<file path="src/rtl/usb_hc_regs.sv">
module usb_hc_regs #(
  parameter int FN_W = 11,
  parameter int SOF_W = 7,
  parameter logic [SOF_W-1:0] SOF_RST = 7'h40
) (
  input  logic             clk,
  input  logic             rst_n,
  input  logic [3:0]       bus_waddr,
  input  logic [1:0]       bus_be,
  input  logic [15:0]      bus_wdata,
  input  logic             bus_wr,
  input  logic             bus_rd,
  output logic [15:0]      bus_rdata,
  output logic             wr_err_o,
  input  logic [4:0]       sts_evt_i,
  input  logic             frame_tick_i,
  input  logic [1:0]       port_conn_i,
  input  logic [3:0]       port_line_i,
  input  logic [1:0]       port_ls_i,
  input  logic [1:0]       port_fault_i,
  input  logic [1:0]       port_resume_i,
  input  logic             lb_valid_i,
  input  logic [7:0]       lb_data_i,
  output logic             run_o,
  output logic             max_pkt64_o,
  output logic             loopback_o,
  output logic             global_rst_o,
  output logic             force_resume_o,
  output logic [FN_W-1:0]  frame_num_o,
  output logic [31:0]      frame_base_o,
  output logic [SOF_W-1:0] sof_mod_o,
  output logic [1:0]       port_en_o,
  output logic [1:0]       port_rst_o,
  output logic [1:0]       port_susp_o,
  output logic             irq_o
);
  localparam int NP = 2;
  localparam logic [3:0] A_CMD = 4'd0, A_STS = 4'd1, A_IEN = 4'd2, A_FN = 4'd3,
                         A_FBL = 4'd4, A_FBH = 4'd5, A_SOF = 4'd6, A_P0 = 4'd8,
                         A_LB  = 4'd12;

  logic [8:0]       cmd_q, cmd_n;
  logic [4:0]       sts_q, sts_n;
  logic [3:0]       ien_q, ien_n;
  logic [FN_W-1:0]  fn_q, fn_n;
  logic [31:12]     fb_q, fb_n;
  logic [SOF_W-1:0] sof_q, sof_n;
  logic [7:0]       lb_q, lb_n;
  logic [NP-1:0]    en_q, en_n, ec_q, ec_n, cc_q, cc_n;
  logic [NP-1:0]    rs_q, rs_n, pr_q, pr_n, su_q, su_n, prev_q, wp;
  logic [15:0]      prd [NP];
  logic [15:0]      rd_mux;
  logic             err_n;

  wire wr_full  = bus_wr && (bus_be == 2'b11);
  wire wr_part  = bus_wr && (bus_be == 2'b01 || bus_be == 2'b10);
  wire w_cmd    = bus_wr && (bus_waddr == A_CMD);
  wire hc_reset = w_cmd && bus_be[0] && bus_wdata[1];
  wire word_only = (bus_waddr == A_FN) || (bus_waddr == A_P0) || (bus_waddr == A_P0 + 4'd1);

  always_comb begin
    cmd_n = cmd_q;
    if (w_cmd && bus_be[0]) cmd_n[7:0] = {bus_wdata[7:2], 1'b0, bus_wdata[0]};
    if (w_cmd && bus_be[1]) cmd_n[8] = bus_wdata[8];
    if (cmd_n[2]) cmd_n[4] = 1'b0;

    sts_n = sts_q;
    if (bus_wr && bus_waddr == A_STS && bus_be[0]) sts_n = sts_n & ~bus_wdata[4:0];
    sts_n = sts_n | sts_evt_i;

    ien_n = ien_q;
    if (bus_wr && bus_waddr == A_IEN && bus_be[0]) ien_n = bus_wdata[3:0];

    fn_n = fn_q;
    if (wr_full && bus_waddr == A_FN) fn_n = bus_wdata[FN_W-1:0];
    else if (frame_tick_i && cmd_q[0]) fn_n = fn_q + 1'b1;

    fb_n = fb_q;
    if (bus_wr && bus_waddr == A_FBL && bus_be[1]) fb_n[15:12] = bus_wdata[15:12];
    if (bus_wr && bus_waddr == A_FBH && bus_be[0]) fb_n[23:16] = bus_wdata[7:0];
    if (bus_wr && bus_waddr == A_FBH && bus_be[1]) fb_n[31:24] = bus_wdata[15:8];

    sof_n = sof_q;
    if (bus_wr && bus_waddr == A_SOF && bus_be[0]) sof_n = bus_wdata[SOF_W-1:0];

    lb_n = lb_q;
    if (cmd_q[8] && lb_valid_i) lb_n = lb_data_i;

    for (int i = 0; i < NP; i++) begin
      wp[i] = wr_full && (bus_waddr == A_P0 + 4'(i));
      cc_n[i] = (cc_q[i] & ~(wp[i] & bus_wdata[1])) | (port_conn_i[i] ^ prev_q[i]);
      ec_n[i] = (ec_q[i] & ~(wp[i] & bus_wdata[3])) | port_fault_i[i];
      en_n[i] = wp[i] ? bus_wdata[2]  : en_q[i];
      rs_n[i] = (wp[i] ? bus_wdata[6] : rs_q[i]) | port_resume_i[i];
      pr_n[i] = wp[i] ? bus_wdata[9]  : pr_q[i];
      su_n[i] = wp[i] ? bus_wdata[12] : su_q[i];
      if (port_fault_i[i] || !port_conn_i[i]) en_n[i] = 1'b0;
      if (cmd_n[2] || pr_n[i]) begin
        en_n[i] = 1'b0;
        rs_n[i] = 1'b0;
        su_n[i] = 1'b0;
      end
    end

    if (hc_reset) begin
      cmd_n = '0; sts_n = '0; ien_n = '0; fn_n = '0; fb_n = '0;
      sof_n = SOF_RST; lb_n = '0;
      en_n = '0; ec_n = '0; cc_n = '0; rs_n = '0; pr_n = '0; su_n = '0;
    end

    err_n = wr_part && word_only;
  end

  always_comb begin
    for (int i = 0; i < NP; i++)
      prd[i] = {3'b0, su_q[i], 2'b0, pr_q[i], port_ls_i[i], 1'b1, rs_q[i],
                port_line_i[2*i+1], port_line_i[2*i], ec_q[i], en_q[i], cc_q[i], port_conn_i[i]};
    case (bus_waddr)
      A_CMD:       rd_mux = {7'b0, cmd_q};
      A_STS:       rd_mux = {10'b0, ~cmd_q[0], sts_q};
      A_IEN:       rd_mux = {12'b0, ien_q};
      A_FN:        rd_mux = 16'(fn_q);
      A_FBL:       rd_mux = {fb_q[15:12], 12'b0};
      A_FBH:       rd_mux = fb_q[31:16];
      A_SOF:       rd_mux = 16'(sof_q);
      A_P0:        rd_mux = prd[0];
      A_P0 + 4'd1: rd_mux = prd[1];
      A_LB:        rd_mux = {8'b0, lb_q};
      default:     rd_mux = '0;
    endcase
  end

  always_ff @(posedge clk or negedge rst_n) begin
    if (!rst_n) begin
      cmd_q <= '0; sts_q <= '0; ien_q <= '0; fn_q <= '0; fb_q <= '0;
      sof_q <= SOF_RST; lb_q <= '0;
      en_q <= '0; ec_q <= '0; cc_q <= '0; rs_q <= '0; pr_q <= '0; su_q <= '0;
      prev_q <= '0; bus_rdata <= '0; wr_err_o <= 1'b0;
    end else begin
      cmd_q <= cmd_n; sts_q <= sts_n; ien_q <= ien_n; fn_q <= fn_n; fb_q <= fb_n;
      sof_q <= sof_n; lb_q <= lb_n;
      en_q <= en_n; ec_q <= ec_n; cc_q <= cc_n; rs_q <= rs_n; pr_q <= pr_n; su_q <= su_n;
      prev_q <= port_conn_i;
      if (bus_rd) bus_rdata <= rd_mux;
      wr_err_o <= err_n;
    end
  end

  assign run_o          = cmd_q[0];
  assign global_rst_o   = cmd_q[2];
  assign force_resume_o = cmd_q[4];
  assign max_pkt64_o    = cmd_q[7];
  assign loopback_o     = cmd_q[8];
  assign frame_num_o    = fn_q;
  assign frame_base_o   = {fb_q, 12'b0};
  assign sof_mod_o      = sof_q;
  assign port_en_o      = en_q;
  assign port_rst_o     = pr_q;
  assign port_susp_o    = su_q;
  assign irq_o          = |(sts_q[3:0] & ien_q);
endmodule

</file>
<file path="config.mk">
export PLATFORM = sky130hd
export DESIGN_NAME = usb_hc_regs
export DESIGN_NICKNAME = d
export VERILOG_FILES = /design/src/rtl/usb_hc_regs.sv
export SDC_FILE = /design/constraint.sdc
export NUM_CORES = 1
export LEC_CHECK = 0
export BUFFER_PORTS_ARGS = -buffer_cell sky130_fd_sc_hd__buf_2
export CAP_MARGIN = 20
export CORE_ASPECT_RATIO = 1.2
export CORE_MARGIN = 2
export CORE_UTILIZATION = 58
export DETAILED_ROUTE_END_ITERATION = 16
export PLACE_DENSITY = 0.95
export SLEW_MARGIN = 20
export SYNTH_ARGS = -nofsm -noshare
export SYNTH_HDL_FRONTEND = slang
export SYNTH_SLANG_ARGS = --single-unit
</file>
<file path="constraint.sdc">
create_clock -name clk -period 4 [get_ports clk]
set_input_delay 0.8 -clock clk [delete_from_list [all_inputs] [get_ports clk]]
set_output_delay 0.8 -clock clk [all_outputs]
set_load 0.05 [all_outputs]
</file>
==> impl_metrics.env, run 1 <==
export IMPL_status="finished clean"
export IMPL_skew_ns=0.0117
export IMPL_max_cap_violations=0
export IMPL_grt_pass1_wl_mm=23.0
export IMPL_internal_power_w=0.00171
export IMPL_rows=37
export IMPL_wl_per_cell_um=20.0
export IMPL_async_flop_share_pct=100
export IMPL_clock_latency_ns=0.37
export IMPL_netlist_cell_type_count=71
export IMPL_grt_setup_unrepaired="no"
export IMPL_place_inst=718
export IMPL_setup_viol=0
export IMPL_cts_root_buf="clkbuf_8"
export IMPL_min_period_ns=2.79
export IMPL_final_core_utilization_pct=68.2
export IMPL_p_clk_share_pct=22.3
export IMPL_switching_share_pct=42.1
export IMPL_final_nets=667
export IMPL_cts_resized=0
export IMPL_synth_edf_count=0
export IMPL_core_area_um2=8610
export IMPL_area_delta_synth_final_pct=13.9
export IMPL_tightest_slew_ns=0.864
export IMPL_yosysWarnings=0
export IMPL_p_leak_nw=2.73
export IMPL_post_cts_setup_buffers=0
export IMPL_slew_viol_final=0
export IMPL_setup_tns_final_ns=0
export IMPL_die_area_um2=9660
export IMPL_switchingPower_w=0.00124
export IMPL_cts_tree="built"
export IMPL_synthFlopType="dfrtp_1"
export IMPL_clkTransAtPathRegs_ns=0.09
export IMPL_stdcell_count=734
export IMPL_power_w=0.00295
export IMPL_hold_violations=0
export IMPL_syn_area_per_cell_um2=9.93
export IMPL_gr_usage_all_layers_pct=30.7
export IMPL_wirelength_mm=14.7
export IMPL_ys_ff_latch=94
export IMPL_ctsHoldBuffers=0
export IMPL_seq_area_frac_synth_pct=45.7
export IMPL_numCtsBuffers=9
export IMPL_antenna_found_initial=0
export IMPL_critPathMaxStageDelay_ns=0.58
export IMPL_crit_slowest_cell="nor2_2"
export IMPL_ioPinCount=132
export IMPL_start_kind="input port"
export IMPL_vias_per_cell=6.27
export IMPL_seqPwrFrac_pct=44.0
export IMPL_grt_pass1_vias=4371
export IMPL_gp_congestion=1.02
export IMPL_grt_ovfl_total=0
export IMPL_clock_fmax_mhz=358
export IMPL_syn_cell_area_um2=5150
export IMPL_worstSetupEndpointType="register"
export IMPL_die_height_um=107
export IMPL_finalCritPeriodShare_pct=69.8
export IMPL_worstPathMaxFanout=33
export IMPL_drive_gt1_share_pct=26.1
export IMPL_min_path_type="in2async"
export IMPL_start_util_pct=59.9
export IMPL_relSlewSlack_pct=42.4
export IMPL_arrival_ns=3.00
export IMPL_num_antenna_cells=0
export IMPL_first_iter_violations=512
export IMPL_grt_max_degree=95
export IMPL_synth_cells=519
export IMPL_ctsLongestPathBuffers=2
export IMPL_clock_sinks=94
export IMPL_portBuffers=119
export IMPL_ir_drop_mv=0.413
export IMPL_num_vias=4600
export IMPL_hpwl_mm=10.6
export IMPL_cp_data_required_time_ns=4.20
export IMPL_criticalPathCategory="in2reg"
export IMPL_pwr_density_cell_nw_per_um2=502
export IMPL_drc=0
export IMPL_ant_nets=0
export IMPL_firstDrtPassIters=5
export IMPL_p_comb_share_pct=33.7
export IMPL_r2r_setup_slack_ns=2.41
export IMPL_fp_dieW_um=90.1
export IMPL_path_cells="buf_2 > nor2_2 > nand3_2 > nor2_4 > buf_12 > a211oi_1"
export IMPL_htree_levels=3
final timing paths:
path                       depth (start not counted)            from              end
max                                                6    bus_waddr[3]   frame_num_o[2]
min                                                1           rst_n         fb_q[19]
max reg2reg                                        5  frame_num_o[1]  frame_num_o[10]
min reg2reg                                        2        cmd_q[3]         cmd_q[3]
max in group asynchronous                          1           rst_n         fb_q[25]
min in group clk                                   2        cmd_q[3]         cmd_q[3]
synth_stat cells (9+ instances only):
master | count | area [um^2]
o22ai_1 | 11 | 68.8
nand3_1 | 19 | 95.1
nand2_1 | 32 | 120
nand4_1 | 11 | 68.8
buf_2 | 13 | 65.1
buf_4 | 24 | 180
clkbuf_1 | 11 | 41.3
a211oi_1 | 9 | 67.6
nor2_1 | 51 | 191
dfrtp_1 | 93 | 2330
inv_1 | 22 | 82.6
a21oi_1 | 33 | 165
mux2i_1 | 50 | 500
worst max-delay path: cells and delay by family:
kind / cells / cell delay [ns]
and+or+nand+nor: 3 / 1.58
buffers and inverters: 2 / 0.50
AOI/OAI and AO/OA: 1 / 0.07
metrics by stage:
stage               hold WS (ns)  worst slack [ns]  area, um^2
finish                     0.494              1.21        5870
global route               0.534              1.06        5870
CTS                        0.494              1.28        5870
detailed placement         0.478             0.902        5660
global placement           0.463              1.01        5660
floorplan                  0.449              2.03        5190
cells by family after synthesis:
logic type / share of synthesized area [%]
mux: 11.0
buf+inv: 7.89
flops: 45.7
compound gates: 14.8
other cells: 0.0728
simple gates: 18.0
xor+xnor: 2.04
fa+ha+maj: 0.485
metal layers:
metal | routed length (um) | GRT usage [%] | vias up
met2 | 7140 | 49.1 | 308
met3 | 1400 | 6.65 | 57
met4 | 594 | 15.5 | 0
met5 | 0 | 0 | -
li1 | - | - | 2019
met1 | 5530 | 39.9 | 2216
power by group through the flow:
stage,clock network (W),registers [W],logic (W)
CTS,0.000655,0.00129,0.000989
detailed placement,0,0.00131,0.000985
floorplan,0,0.00163,0.000368
global route,0.000698,0.00132,0.00106
finish,0.000657,0.00130,0.000992
global placement,0,0.00130,0.000965
sequential cells by signal (all words and copies together), names as in the netlist:
name and cells:
bus_rdata 16, cc_q 2, cmd_q 8, ec_q 2
fb_q 20, frame_num_o 11, ien_q 4, lb_q 8
port_en_o 2, port_rst_o 2, port_susp_o 2, prev_q 2
rs_q 2, sof_mod_o 7, sts_q 5, wr_err_o 1
cells in the final DEF (no fill, tap or decap), types with 4 or more instances in the layout:
master	instances
buf_2	118
dfrtp_1	93
nor2_1	51
mux2i_1	50
a21oi_1	33
nand2_1	32
inv_1	22
nand3_1	19
conb_1	12
nand4_1	11
o22ai_1	11
clkbuf_8	11
a211oi_1	9
o21ai_0	8
xnor2_1	8
a22oi_1	8
nor2b_1	7
o21ai_1	7
nand3b_1	7
mux2_1	6
nor3_1	4
nand2b_1	4
a22o_1	4
xor2_1	4
area by class of cell:
class / count / area [um^2]
fill: 681 / 2740
tap: 117 / 146
multi-input combinational: 362 / 2430
sequential: 94 / 2350
clock inverter: 5 / 57.6
timing repair buffer: 123 / 644
clock buffer: 11 / 151
inverter: 22 / 82.6
No activity file was read; power rests on OpenSTA's default activity.
==> run 2, diff against run 1 <==
CORE_UTILIZATION = 48   (was 58)
PLACE_DENSITY = 0.88   (was 0.95)
clock period = 2.47 ns   (was 4 ns; I/O delays follow)
==> impl_metrics.env, run 2 (synthesis gave the netlist of run 1 again) <==
export IMPL_status="finished clean"
export IMPL_grt_setup_unrepaired="no"
export IMPL_finalCritPeriodShare_pct=79.8
export IMPL_arrival_ns=2.19
export IMPL_finalWorstSetupSlack_ns=0.498
export IMPL_p_leak_nw=2.83
export IMPL_switching_share_pct=40.2
export IMPL_first_iter_violations=360
export IMPL_portBuffers=119
export IMPL_worst_hold_slack_ns=0.194
export IMPL_clock_sinks=94
export IMPL_p_clk_share_pct=26.5
export IMPL_hpwl_mm=11.3
export IMPL_num_antenna_cells=0
export IMPL_final_nets=678
export IMPL_p_comb_share_pct=32.1
export IMPL_min_period_ns=1.97
export IMPL_wirelength_mm=15.3
export IMPL_ctsLongestPathBuffers=2
export IMPL_cts_tree="built"
export IMPL_fillerInstances=926
export IMPL_slew_viol_final=0
export IMPL_numCtsBuffers=9
export IMPL_grt_pass1_wl_mm=23.9
export IMPL_ant_nets=0
export IMPL_ir_drop_mv=0.702
export IMPL_layout_common_cells="118 x buf_2, 93 x dfrtp_1, 51 x nor2_1"
export IMPL_worstSetupEndpointType="register"
export IMPL_die_area_um2=11600
export IMPL_antenna_found_initial=0
export IMPL_fp_dieW_um=98.6
export IMPL_wl_per_cell_um=20.2
export IMPL_die_height_um=118
export IMPL_criticalPathCategory="in2reg"
export IMPL_seqPwrFrac_pct=41.4
export IMPL_power_w=0.00508
export IMPL_cts_resized=0
export IMPL_grt_max_degree=95
export IMPL_start_util_pct=49.2
export IMPL_post_cts_setup_buffers=0
export IMPL_start_kind="input port"
export IMPL_htree_levels=3
export IMPL_clock_fmax_mhz=507
export IMPL_clkTransAtPathRegs_ns=0.06
export IMPL_setup_viol=0
export IMPL_largest_reg_flops=20
export IMPL_gp_congestion=0.892
export IMPL_largest_register="fb_q"
export IMPL_num_vias=4476
export IMPL_switchingPower_w=0.00204
export IMPL_skew_ns=0.00423
export IMPL_rows=41
export IMPL_hold_violations=0
export IMPL_core_area_um2=10500
export IMPL_relSlewSlack_pct=51.3
export IMPL_cts_root_buf="clkbuf_16"
export IMPL_firstDrtPassIters=5
export IMPL_grt_ovfl_total=0
export IMPL_drc=0
export IMPL_vias_per_cell=5.91
export IMPL_final_common_cell="buf_2"
export IMPL_drive_gt1_share_pct=26.9
export IMPL_setup_tns_final_ns=0
export IMPL_ioPinCount=132
export IMPL_pre_cts_ws_ns=0.271
export IMPL_pwr_density_cell_nw_per_um2=841
export IMPL_cp_data_required_time_ns=2.69
export IMPL_max_cap_violations=0
export IMPL_worstPathMaxFanout=23
export IMPL_grt_pass1_vias=4390
export IMPL_area_delta_synth_final_pct=17.2
export IMPL_ctsHoldBuffers=0
export IMPL_min_path_type="in2async"
export IMPL_clock_latency_ns=0.35
export IMPL_tightest_slew_ns=0.729
export IMPL_final_core_utilization_pct=57.7
export IMPL_gr_usage_all_layers_pct=26.4
export IMPL_internal_power_w=0.00304
run 2: cell count changes in the layout (fill, tap and decap cells not counted), sizes merged:
cell,change
buf,+11
clkinvlp,-2
clkbuf,+1
clkinv,+1
run 2: cell type report:
cell class	instances	area [um^2]	share of cell area, %
multi-input combinational	362	2430	40.3
sequential	94	2350	39.0
timing repair buffer	134	723	12.0
clock buffer	12	236	3.92
tap	129	161	2.67
inverter	22	82.6	1.37
clock inverter	4	47.5	0.787
run 2: power by group through the flow:
stage | clock network, W | registers (W) | logic (W)
2_1_floorplan | 0 | 0.00265 | 0.000596
3_3_place_gp | 0 | 0.00211 | 0.00159
3_5_place_dp | 0 | 0.00212 | 0.00162
4_1_cts | 0.00136 | 0.00209 | 0.00163
5_1_grt | 0.00142 | 0.00213 | 0.00172
6_report | 0.00134 | 0.00210 | 0.00163
run 2: worst paths after layout:
kind,cells past startpoint,from,to,slack (ns)
worst max-delay path,5,bus_waddr[1],sof_mod_o[0],0.50
worst min-delay path,2,rst_n,fb_q[15],0.19
worst max register to register,5,frame_num_o[1],frame_num_o[10],0.92
worst min register to register,2,cmd_q[5],cmd_q[5],0.48
max in group asynchronous,2,rst_n,bus_rdata[7],1.91
min in group clk,1,port_conn_i[1],prev_q[1],0.32
run 2: layer usage:
metal  global-route usage [%]  routed length, um  share of wire [%]  vias up
met5                        0                  0                  0        -
met4                     12.8                614                4.0        0
met3                     4.87                916                6.0       42
met2                     43.7               7600                 50      200
met1                     33.3               6170                 40     2191
li1                         -                  -                  -     2043
run 2: critical path, stage by stage:
cell and delay, ns:
buf_2 0.32, nor2b_1 0.53, and3_1 0.53, mux2i_1 0.25
nor2_1 0.06
run 2: stage by stage:
stage | cells | area [um^2]
final | 757 | 6040
after global routing | 757 | 6040
after CTS | 757 | 6040
after detailed placement | 741 | 5760
after floorplan | 530 | 5190
after global placement | 741 | 5760
==> run 3, diff against run 2 <==
clock period = 1.75 ns   (was 2.47 ns; I/O delays follow)
==> impl_metrics.env, run 3 (synthesis gave the netlist of run 1 again) <==
export IMPL_final_nets=719
export IMPL_ctsLongestPathBuffers=2
export IMPL_wl_met2_mm=8.08
export IMPL_grt_pass1_vias=4804
export IMPL_arrival_ns=1.26
export IMPL_critPathMaxStageDelay_ns=0.41
export IMPL_clock_fmax_mhz=621
export IMPL_portBuffers=119
export IMPL_vias_per_cell=5.97
export IMPL_cts_tree="built"
export IMPL_crit_buf_inv=1
export IMPL_rows=41
export IMPL_die_height_um=118
export IMPL_wl_per_cell_um=20.4
export IMPL_pwr_density_cell_nw_per_um2=1160
export IMPL_clkTransAtPathRegs_ns=0.06
export IMPL_ant_nets=0
export IMPL_start_util_pct=49.2
export IMPL_num_vias=4765
export IMPL_power_w=0.00750
export IMPL_wl_met1_mm=6.49
export IMPL_min_path_type="in2async"
export IMPL_die_area_um2=11600
export IMPL_hpwl_mm=12.3
export IMPL_cts_resized=0
export IMPL_min_period_ns=1.61
export IMPL_r2r_end="frame_num_o[10]"
export IMPL_path_cells="a22oi_1 > nand2_1 > buf_2"
export IMPL_clock_sinks=94
export IMPL_slew_viol_final=0
export IMPL_max_cap_violations=0
export IMPL_status="finished clean"
export IMPL_ctsHoldBuffers=0
export IMPL_grt_setup_unrepaired="no"
export IMPL_layout_common_cells="118 x buf_2, 93 x dfrtp_1, 52 x buf_4"
export IMPL_skew_ns=0.00717
export IMPL_highest_signal_layer="met4"
export IMPL_cp_data_required_time_ns=1.40
export IMPL_start_kind="register"
export IMPL_grt_ovfl_total=0
export IMPL_post_cts_setup_buffers=0
export IMPL_ioPinCount=132
export IMPL_worstSetupEndpointType="output pin"
export IMPL_largest_register="fb_q"
export IMPL_grt_max_degree=95
export IMPL_finalCritPeriodShare_pct=92.0
export IMPL_clock_latency_ns=0.34
export IMPL_cts_root_buf="clkbuf_16"
export IMPL_hold_violations=0
export IMPL_relSlewSlack_pct=55.7
export IMPL_tightest_slew_ns=0.664
export IMPL_setup_viol=0
export IMPL_first_iter_violations=412
export IMPL_htree_levels=3
export IMPL_final_core_utilization_pct=61.5
export IMPL_criticalPathCategory="reg2out"
export IMPL_final_common_cell="buf_2"
export IMPL_wirelength_mm=16.3
export IMPL_worstPathMaxFanout=3
export IMPL_drive_gt1_share_pct=31.8
export IMPL_pre_cts_ws_ns=-0.0648
export IMPL_area_delta_synth_final_pct=24.9
export IMPL_gp_congestion=0.927
export IMPL_drc=0
export IMPL_crit_slowest_cell="dfrtp_1"
export IMPL_numCtsBuffers=9
export IMPL_fp_dieW_um=98.6
export IMPL_r2r_setup_slack_ns=0.23
export IMPL_antenna_found_initial=0
export IMPL_finalWorstSetupSlack_ns=0.139
export IMPL_worstReg2RegStart="frame_num_o[3]"
export IMPL_largest_reg_flops=20
export IMPL_fillerInstances=880
export IMPL_reg2reg_depth=4
export IMPL_route_met3_wl_mm=1.19
export IMPL_cpLargestDelayFamily="flip-flops"
export IMPL_firstDrtPassIters=5
export IMPL_core_area_um2=10500
export IMPL_ir_drop_mv=0.972
export IMPL_grt_pass1_wl_mm=26.3
export IMPL_p_leak_nw=3.06
export IMPL_num_antenna_cells=0
export IMPL_gr_usage_all_layers_pct=28.8
==> run 3: cell types whose count changed in the layout (fill, tap and decap cells not counted) <==
cell | previous run | this run
clkinvlp_4 | 1 | 2
buf_12 | 1 | 5
bufinv_16 | 1 | 2
clkbuf_1 | 3 | 0
clkbuf_8 | 0 | 1
buf_4 | 15 | 52
==> run 3: worst max-delay path by stage <==
stage / startpoint / to / slack [ns] / depth (start not counted)
floorplan: frame_num_o[0] / frame_num_o[10] / 0.08 / 5
global placement: bus_waddr[3] / frame_num_o[7] / -0.04 / 8
detailed placement: bus_waddr[0] / bus_rdata[4] / -0.06 / 6
CTS: sts_q[0] / irq_o / 0.14 / 3
global route: sts_q[0] / irq_o / 0.09 / 3
finish: sts_q[0] / irq_o / 0.14 / 3
==> run 3: routing by layer <==
layer	vias up	GRT usage (%)
li1	2129	-
met1	2330	38.1
met2	265	47.5
met3	41	3.62
met4	0	12.3
met5	-	0
==> run 3: through the flow <==
step / TNS [ns] / instances / instance area [um^2] / hold WS (ns)
floorplan: 0 / 530 / 5190 / 0.0544
global placement: -0.377 / 782 / 6110 / 0.428
detailed placement: -0.643 / 782 / 6110 / 0.441
CTS: 0 / 798 / 6440 / 0.0770
global route: 0 / 798 / 6440 / 0.0890
finish: 0 / 798 / 6440 / 0.0496
==> run 3: power breakdown <==
group | switching, W | internal [W] | leakage (nW) | total (W)
sequential | 0.000356 | 0.00255 | 1.19 | 0.00290
clock | 0.000821 | 0.00129 | 0.154 | 0.00211
combinational | 0.00175 | 0.000736 | 1.72 | 0.00249
total | 0.00293 | 0.00457 | 3.06 | 0.00750
==> run 3: final cells by class <==
type | instances | area (um^2) | share of cell area, %
timing repair buffer | 175 | 1080 | 16.8
clock buffer | 10 | 239 | 3.71
tap | 129 | 161 | 2.51
inverter | 22 | 82.6 | 1.28
sequential | 94 | 2350 | 36.6
multi-input combinational | 362 | 2430 | 37.8
clock inverter | 6 | 85.1 | 1.32
